==> src/rtl/flag_pkg.sv <==
// Package: shared bit positions and types for the status flag register.
// Assumes an 8-bit status word with the layout fixed by requirement R2.
package flag_pkg;
    localparam int unsigned WORD_W = 8;
    localparam int unsigned B_IE   = 7;
    localparam int unsigned B_T    = 6;
    localparam int unsigned B_H    = 5;
    localparam int unsigned B_S    = 4;
    localparam int unsigned B_V    = 3;
    localparam int unsigned B_N    = 2;
    localparam int unsigned B_Z    = 1;
    localparam int unsigned B_C    = 0;
    localparam int unsigned ARITH_W = 5;

    // Maskable arithmetic flags; packed order matches alu_mask bits 4..0.
    typedef struct packed {
        logic h;
        logic v;
        logic n;
        logic z;
        logic c;
    } aflags_t;
endpackage

==> src/rtl/flag_arith_merge.sv <==
// Module: merges ALU flag results into the held arithmetic flags under a
// per-flag mask, and derives the sign flag from the merged N and V.
// Assumes the mask bit order of flag_pkg::aflags_t.
module flag_arith_merge
    import flag_pkg::*;
(
    input  logic                alu_valid,
    input  logic [ARITH_W-1:0]  alu_mask,
    input  aflags_t             alu_in,
    input  aflags_t             cur,
    output aflags_t             nxt,
    output logic                sign_nxt
);
    logic [ARITH_W-1:0] cur_v;
    logic [ARITH_W-1:0] alu_v;
    logic [ARITH_W-1:0] nxt_v;

    assign cur_v = cur;
    assign alu_v = alu_in;

    // One selector per maskable flag.
    for (genvar gi = 0; gi < ARITH_W; gi++) begin : g_flag
        assign nxt_v[gi] = (alu_valid && alu_mask[gi]) ? alu_v[gi] : cur_v[gi];
    end

    assign nxt = nxt_v;

    // Sign is always recomputed from the flags that will be held.
    assign sign_nxt = nxt.n ^ nxt.v;
endmodule

==> src/rtl/flag_ie_seq.sv <==
// Module: next value of the global interrupt enable.
// Priority: entry strobe, then clear command, then return/set.
// Assumes strobes are single-cycle pulses from decode or interrupt logic.
module flag_ie_seq (
    input  logic ie_cur,
    input  logic irq_take,
    input  logic irq_return,
    input  logic ie_set,
    input  logic ie_clear,
    output logic ie_nxt
);
    // Resolve simultaneous enable controls by fixed priority.
    always_comb begin
        if (irq_take)
            ie_nxt = 1'b0;
        else if (ie_clear)
            ie_nxt = 1'b0;
        else if (irq_return || ie_set)
            ie_nxt = 1'b1;
        else
            ie_nxt = ie_cur;
    end
endmodule

==> src/rtl/flag_bit_copy.sv <==
// Module: bit-store extraction into the scratch bit and bit-load insertion
// of the scratch bit into a register operand.
// Assumes DATA_W is a power of two so every select value is in range.
module flag_bit_copy #(
    parameter int unsigned DATA_W = 8,
    localparam int unsigned SEL_W = (DATA_W > 1) ? $clog2(DATA_W) : 1
) (
    input  logic              t_cur,
    input  logic              bst_en,
    input  logic [DATA_W-1:0] bst_operand,
    input  logic [SEL_W-1:0]  bst_sel,
    input  logic [DATA_W-1:0] bld_operand,
    input  logic [SEL_W-1:0]  bld_sel,
    output logic              t_nxt,
    output logic [DATA_W-1:0] bld_result
);
    // Bit-store: pick the selected operand bit when commanded.
    always_comb begin
        t_nxt = bst_en ? bst_operand[bst_sel] : t_cur;
    end

    // Bit-load: one replace-or-pass cell per operand bit.
    for (genvar gb = 0; gb < DATA_W; gb++) begin : g_ins
        assign bld_result[gb] = (bld_sel == SEL_W'(gb)) ? t_cur : bld_operand[gb];
    end
endmodule

==> src/rtl/cpu_flag_reg.sv <==
// Module: top of the status flag register. Holds the 8-bit word, applies
// the port write with priority over all other updates, and otherwise
// combines ALU flags, interrupt enable and scratch-bit updates.
// Assumes synchronous active-low reset; no context save on interrupts.
module cpu_flag_reg
    import flag_pkg::*;
#(
    parameter int unsigned DATA_W = 8,
    localparam int unsigned SEL_W = (DATA_W > 1) ? $clog2(DATA_W) : 1
) (
    input  logic              clk,
    input  logic              rst_n,
    input  logic              alu_valid,
    input  logic [4:0]        alu_mask,
    input  logic              alu_c,
    input  logic              alu_h,
    input  logic              alu_v,
    input  logic              alu_n,
    input  logic              alu_z,
    input  logic              irq_take,
    input  logic              irq_return,
    input  logic              ie_set,
    input  logic              ie_clear,
    input  logic              bst_en,
    input  logic [DATA_W-1:0] bst_operand,
    input  logic [SEL_W-1:0]  bst_sel,
    input  logic [DATA_W-1:0] bld_operand,
    input  logic [SEL_W-1:0]  bld_sel,
    output logic [DATA_W-1:0] bld_result,
    input  logic              port_wr,
    input  logic [7:0]        port_wdata,
    output logic [7:0]        flags_q,
    output logic              t_bit
);
    logic [WORD_W-1:0] word_q;
    logic [WORD_W-1:0] word_d;
    aflags_t           alu_in;
    aflags_t           arith_cur;
    aflags_t           arith_nxt;
    logic              sign_nxt;
    logic              ie_nxt;
    logic              t_nxt;

    assign alu_in    = '{h: alu_h, v: alu_v, n: alu_n, z: alu_z, c: alu_c};
    assign arith_cur = '{h: word_q[B_H], v: word_q[B_V], n: word_q[B_N],
                         z: word_q[B_Z], c: word_q[B_C]};

    flag_arith_merge u_arith (
        .alu_valid (alu_valid),
        .alu_mask  (alu_mask),
        .alu_in    (alu_in),
        .cur       (arith_cur),
        .nxt       (arith_nxt),
        .sign_nxt  (sign_nxt)
    );

    flag_ie_seq u_ie (
        .ie_cur     (word_q[B_IE]),
        .irq_take   (irq_take),
        .irq_return (irq_return),
        .ie_set     (ie_set),
        .ie_clear   (ie_clear),
        .ie_nxt     (ie_nxt)
    );

    flag_bit_copy #(.DATA_W(DATA_W)) u_copy (
        .t_cur       (word_q[B_T]),
        .bst_en      (bst_en),
        .bst_operand (bst_operand),
        .bst_sel     (bst_sel),
        .bld_operand (bld_operand),
        .bld_sel     (bld_sel),
        .t_nxt       (t_nxt),
        .bld_result  (bld_result)
    );

    // Select the next word: port write first, else per-field updates.
    always_comb begin
        word_d = word_q;
        if (port_wr) begin
            word_d      = port_wdata;
            word_d[B_S] = port_wdata[B_N] ^ port_wdata[B_V];
        end else begin
            word_d[B_IE] = ie_nxt;
            word_d[B_T]  = t_nxt;
            word_d[B_H]  = arith_nxt.h;
            word_d[B_S]  = sign_nxt;
            word_d[B_V]  = arith_nxt.v;
            word_d[B_N]  = arith_nxt.n;
            word_d[B_Z]  = arith_nxt.z;
            word_d[B_C]  = arith_nxt.c;
        end
    end

    // Hold the status word; clear it on reset.
    always_ff @(posedge clk) begin
        if (!rst_n)
            word_q <= '0;
        else
            word_q <= word_d;
    end

    assign flags_q = word_q;
    assign t_bit   = word_q[B_T];

    // held sign always consistent with held N and V.
    a_r4_sign_consistent: assert property (@(posedge clk) disable iff (!rst_n)
        flags_q[B_S] == (flags_q[B_N] ^ flags_q[B_V]));

    // port write loads every bit other than sign.
    a_r10_port_load: assert property (@(posedge clk) disable iff (!rst_n)
        port_wr |=> (flags_q[7:5] == $past(port_wdata[7:5]))
                 && (flags_q[3:0] == $past(port_wdata[3:0])));

    // entry strobe clears the enable unless a port write overrides.
    a_r5_take_clears: assert property (@(posedge clk) disable iff (!rst_n)
        (irq_take && !port_wr) |=> !flags_q[B_IE]);

    // return or set raises the enable when no higher control is present.
    a_r6_enable_set: assert property (@(posedge clk) disable iff (!rst_n)
        ((irq_return || ie_set) && !irq_take && !ie_clear && !port_wr)
            |=> flags_q[B_IE]);

    // with no ALU result and no port write, arithmetic flags hold.
    a_r3_flags_hold: assert property (@(posedge clk) disable iff (!rst_n)
        (!alu_valid && !port_wr) |=> $stable(flags_q[5:0]));

    // bit-store lands the selected operand bit in the scratch bit.
    a_r8_bit_store: assert property (@(posedge clk) disable iff (!rst_n)
        (bst_en && !port_wr) |=> (t_bit == $past(bst_operand[bst_sel])));
endmodule

==> config.mk <==
export PLATFORM = sky130hd
export DESIGN_NAME = cpu_flag_reg
export DESIGN_NICKNAME = d
export VERILOG_FILES = /design/src/rtl/flag_pkg.sv /design/src/rtl/flag_arith_merge.sv /design/src/rtl/flag_ie_seq.sv /design/src/rtl/flag_bit_copy.sv /design/src/rtl/cpu_flag_reg.sv
export SDC_FILE = /design/constraint.sdc
export NUM_CORES = 1
export LEC_CHECK = 0
export ABC_AREA = 1
export BUFFER_PORTS_ARGS = -buffer_cell sky130_fd_sc_hd__buf_2
export CORE_MARGIN = 8
export CORE_UTILIZATION = 30
export CTS_CLUSTER_SIZE = 14
export DETAILED_ROUTE_END_ITERATION = 16
export GPL_TIMING_DRIVEN = 0
export HOLD_SLACK_MARGIN = 0.02
export PLACE_DENSITY = 0.71
export SLEW_MARGIN = 5
export SYNTH_ARGS = -nofsm -noshare
export SYNTH_HDL_FRONTEND = slang
export SYNTH_SLANG_ARGS = --single-unit
export TNS_END_PERCENT = 5
==> constraint.sdc <==
create_clock -name clk -period 1.2 [get_ports clk]
set_clock_uncertainty 0.05 [all_clocks]
set_input_delay 0.12 -clock clk [delete_from_list [all_inputs] [get_ports clk]]
set_output_delay 0.12 -clock clk [all_outputs]
set_load 0.005 [all_outputs]
== Yosys cells after proc, flatten, opt, wreduce, memory -nomap -nowiden ==
Cells that the tools add are included.

* Bitwise logic cells: 2
* Multiplexer cells: 20
* Reductions and logical operators: 12
* $lt $le $gt $ge: 1
* Eq/ne operators: 7

{| class="wikitable"
|+ Operators with widths
! kind !! number
|-
| 1-bit 2-to-1 mux || 18
|-
| 3-bit equality test, second input constant || 4
|-
| 8-bit 2-to-1 mux || 1
|-
| 2-bit nonzero test || 4
|-
| 3-bit by 2-bit equality test with 1-bit output, second input constant || 2
|-
| 1-bit logical AND || 5
|-
| 3-bit by 4-bit < comparator with 1-bit output, second input constant || 1
|-
| 4-bit nonzero test || 1
|-
| 1-bit binary-select mux with 3-bit select || 1
|-
| 3-bit by 1-bit equality test with 1-bit output, second input constant || 1
|-
| 3-bit zero test || 1
|-
| 1-bit XOR || 2
|-
| 1-bit logical OR || 1
|}

* Bits of input ports: 49
* Flip-flop bits (word level): 8
* Logic and storage cells: 48
* Output and inout port bits: 17

== Depth between registers and ports, before layout ==
* Depth in word-level cells: 5
* Mapped depth: 7
* Depth with buffers taken out: 7

== Hierarchy ==
Synthesis repeated with hierarchy kept, for this count alone.

* Cell total of the unflattened synthesis: 135
* Area, all modules: 749.5 um^2

{| class="wikitable"
|+ Modules (own cells, without submodules)
! module !! cells an instance !! area each (um^2) !! instances !! seq. area each (um^2)
|-
| cpu_flag_reg || 41 || 325.3 || 1 || 160.2
|-
| flag_bit_copy || 54 || 235.2 || 1 || 0.0
|-
| flag_arith_merge || 34 || 158.9 || 1 || 0.0
|-
| flag_ie_seq || 6 || 30.0 || 1 || 0.0
|}

== Least setup slack after synthesis ==
Ideal clock, no wire load.

* Path kind: register to register
* Start: register, netlist name flags_q[6]
* End: register word_q[6] (netlist: flags_q[6])
* Buffers on the path: 0
* Data required time: 1.030 ns
* Setup time: 0.120 ns
* Setup slack: 0.326 ns
* Data arrival time: 0.704 ns
* Stages on the path, launching flop included: 4
* Path through: dfxtp_1 -> or2_2 -> nand2_1 -> a21oi_1

{| class="wikitable"
|+ RTL lines
! element !! RTL line !! source
|-
| end signal: assignment || cpu_flag_reg.sv:100 || <nowiki>word_q <= word_d;</nowiki>
|-
| end: declaration || cpu_flag_reg.sv:35 || <nowiki>logic [WORD_W-1:0] word_q;</nowiki>
|}

== Worst setup path in the final report ==
* Start: register word_q[6] (netlist: flags_q[6])
* End: output port bld_result[2]

* Longest elaborated chain between the ends: 1

{| class="wikitable"
|+ RTL lines
! element !! RTL line !! source
|-
| 1-bit 2-to-1 mux || flag_bit_copy.sv:24 || <nowiki>assign bld_result[gb] = (bld_sel == SEL_W'(gb)) ? t_cur : bld_operand[gb];</nowiki>
|-
| end: declaration || cpu_flag_reg.sv:29 || <nowiki>output logic [DATA_W-1:0] bld_result,</nowiki>
|}

No other way between the ends.

==> results.txt <==
----------------------------------------------------
[Status]
  Result of the run ... completed

[Critical path]
  Critical path peak fanout ... 8
  Kind of end point of the critical path ... output pin
  CP startpoint kind ... flip-flop
  Arrival time at the worst endpoint ... about 0.95 ns
  Data required time at the worst endpoint ... about 1.0 ns
  Category of the most critical setup path ... flip-flop to output pin

[Layout]
  Total area of sequential cells ... about 160 µm²
  Final-stage net count ... between 200 and 250
  Total inserted antenna cells ... 0
  Layout area overhead ... 60.8%
  Proportion of layout cells with a drive suffix above 1 ... between 40% and 50%
  Fillers ... about 220
  Post-Route Utilization ... 50.8%
  Number of flip-flops under the largest register name ... 8
  Number of standard cells in the final layout excluding fillers ... around 200
  Area of combinational cells with multiple inputs ... roughly 380 µm²

[STA]
  Max Clock Freq ... ~890 MHz
  Worst Hold Margin ... approximately 0.089 ns
  Final Hold Vio Count ... 0
  Setup repair after global routing missed its margin ... true
  Tightest Pin Transition ... ~0.21 ns
  Final critical delay including setup and external delays ... 1.12 ns
  Sum of negative setup slack ... 0 ns
  Count of final setup violators ... 0
  Headroom to the max-slew limit ... 85.8%
  Final Cycle Share ... between 90% and 100%
  Number of pins with negative max-slew slack in the final report ... 0

[Synthesis]
  Flip-flop and latch count after synthesis ... 8
  Library cell with the largest summed area after synthesis ... sky130_fd_sc_hd__dfxtp_1
  Summed instance area of the synthesized netlist ... 613 µm²
  Total nets after synthesis ... between 150 and 200
  Synthesized netlist cell count ... between 100 and 150
  Yosys warns ... 0
  Part of the Yosys area used for sequential elements ... a little over a quarter
  Count of cell types in the netlist ... 19
  Mean post-synth cell area ... ~6.0 µm²
  Post-synth top area share ... about a quarter
  Cell types occupying the most area after synthesis ... sky130_fd_sc_hd__dfxtp_1 (26%), sky130_fd_sc_hd__nand2_1 (16%), sky130_fd_sc_hd__nand3_1 (16%)

[Global route]
  Pin count of the biggest net entering global routing ... 11
  First-pass GRT wire length ... 3.34 mm
  Initial antenna violation count ... 0
  GRT Util Overall ... roughly 12%
  Vias in the first global route ... 839
  Remaining Overflow, GRT ... 0

[Drt]
  Detailed-router iteration count before antenna repair ... 4
  Number of vias in the routed layout ... 908
  First-iteration detailed-routing DRC count ... 25
  Detailed Route WL ... ~2.2 mm
  Remaining number of nets flagged by the antenna check after routing ... 0
  Average detailed-routed wire length per instance ... approximately 11 µm
  Post-DR vias/cell ... roughly 4.7
  DRC errors left ... 0

[Power and ir drop]
  Total power divided by cell area ... around 780 nW/µm²
  Share of power burned in registers ... approximately two fifths
  P_int ... roughly 0.00054 W
  Clock network power share ... between 20 and 30%
  Leakage power figure ... 0.563 nW
  Combinational fraction of design power ... a little over a third
  Sw power ... between 0.0002 and 0.00025 W
  Worst vdd ir ... ~660 µV
  Fraction of power spent switching nets ... just under 30%

[Floorplanning]
  Core area ... roughly 1900 µm²
  Die width ... 61.2 µm
  Die area ... 3750 µm²
  Number of I/O pins ... 66
  Number of rows in the core area ... 16
  Vertical die dimension ... ~61 µm
  Effective utilization at floorplan ... between 30% and 40%

[Placement]
  Post-DP HPWL ... approximately 2.0 mm
  Number of I/O port buffers ... between 60 and 70
  Cell count after placement ... ~190
  Gp weighted congestion ... a little under 0.8

[Clocking]
  Clock-pin slew on the worst setup and hold paths ... 0.05 ns
  CTS HTree Levels ... 1
  Buffer type at the clock tree root ... sky130_fd_sc_hd__clkbuf_4
  TritonCTS Buffers ... 3
  Hold-fix buffer count after cts ... 0
  Clock Latency Late Sink ... about 0.24 ns
  Sink Count ... 8
  Clock tree from TritonCTS ... yes
  Post-CTS setup repair buffer count ... 0
  CTS max path bufs ... 2

[Worst hold path]
  Hold Crit Class ... input pin to flip-flop

[Job]
  Number of maximum-capacitance constraint violations ... 0

----------------------------------------------------
-- cells in the final DEF, fill, tap and decap left out, drive strengths merged --
master and n:
nor2 5, nand2 29, nand3b 1, dfxtp 8, o21ai 16, clkbuf 3
buf 67, o22ai 1, inv 10, a31oi 3, o31ai 1, a21oi 4
nand3 19, or2 1
-- per-stage QoR --
step | setup slack, ns | total power [W] | area, µm²
6_report | 0.0796 | 0.000770 | 986
5_1_grt | -0.0115 | 0.000842 | 986
4_1_cts | 0.0201 | 0.000781 | 985
3_5_place_dp | 0.251 | 0.000577 | 962
3_3_place_gp | 0.260 | 0.000569 | 962
2_1_floorplan | 0.326 | 0.000428 | 613
-- path summary, 6_finish.rpt --
check	startpoint	endpoint	slack, ns	cells after the start
worst min register to register	flags_q[5]	flags_q[5]	0.42	2
worst min-delay path	port_wdata[7]	flags_q[7]	0.09	3
worst max-delay path	flags_q[6]	bld_result[2]	0.08	3
worst max register to register	flags_q[6]	flags_q[6]	0.29	3
-- layout make-up --
class                   count  share of cell area (%)
multi-input cells          80                    39.0
repair buffers             63                    32.0
flip-flops and latches      8                    16.4
inverters                  10                    3.81
well taps                  27                    3.43
plain buffers               4                    3.17
clock buffers               3                    2.28
-- repair_timing --
action	CTS	global route
resized for setup	1	1
setup endpoints to repair	4	6
endpoints found under the hold margin	0	0
-- power by group through the flow --
| stage | combinational (W) | sequential, W | clock (W) |
|---|---|---|---|
| 6_report | 0.000272 | 0.000298 | 0.000199 |
| 5_1_grt | 0.000306 | 0.000301 | 0.000235 |
| 3_5_place_dp | 0.000275 | 0.000302 | 0 |
| 3_3_place_gp | 0.000267 | 0.000302 | 0 |
| 4_1_cts | 0.000276 | 0.000298 | 0.000208 |
| 2_1_floorplan | 0.000124 | 0.000304 | 0 |
-- cells by family after synthesis --
kind of cell           share of synthesized area [%]
AOI/OAI and AO/OA                               22.9
buffers and inverters                           11.2
DFF                                             26.1
and+or+nand+nor                                 39.8
-- critical path, stage by stage (launching register included) --
cell,delay [ns]
sky130_fd_sc_hd__dfxtp_2,0.34
sky130_fd_sc_hd__inv_2,0.07
sky130_fd_sc_hd__o21ai_0,0.15
sky130_fd_sc_hd__buf_2,0.14
-- metal layers --
layer	track usage, %	wire length (µm)
met2	21.6	1050
met3	3.97	296
met1	11.2	849
met5	0	0
met4	4.98	26
-- cell usage after synthesis --
master / n
sky130_fd_sc_hd__or2_2: 1
sky130_fd_sc_hd__nand2_2: 3
sky130_fd_sc_hd__nor2_1: 5
sky130_fd_sc_hd__inv_1: 8
sky130_fd_sc_hd__buf_4: 2
sky130_fd_sc_hd__nand3b_1: 1
sky130_fd_sc_hd__o31ai_1: 1
sky130_fd_sc_hd__o21ai_1: 12
sky130_fd_sc_hd__a21oi_2: 2
sky130_fd_sc_hd__dfxtp_1: 8
sky130_fd_sc_hd__inv_2: 2
sky130_fd_sc_hd__a31oi_1: 3
sky130_fd_sc_hd__o22ai_1: 1
sky130_fd_sc_hd__buf_2: 1
sky130_fd_sc_hd__nand2_1: 26
sky130_fd_sc_hd__o21ai_0: 4
sky130_fd_sc_hd__nand3_1: 19
sky130_fd_sc_hd__a21oi_1: 2
sky130_fd_sc_hd__buf_6: 1
No activity file was read; power rests on OpenSTA's default activity.
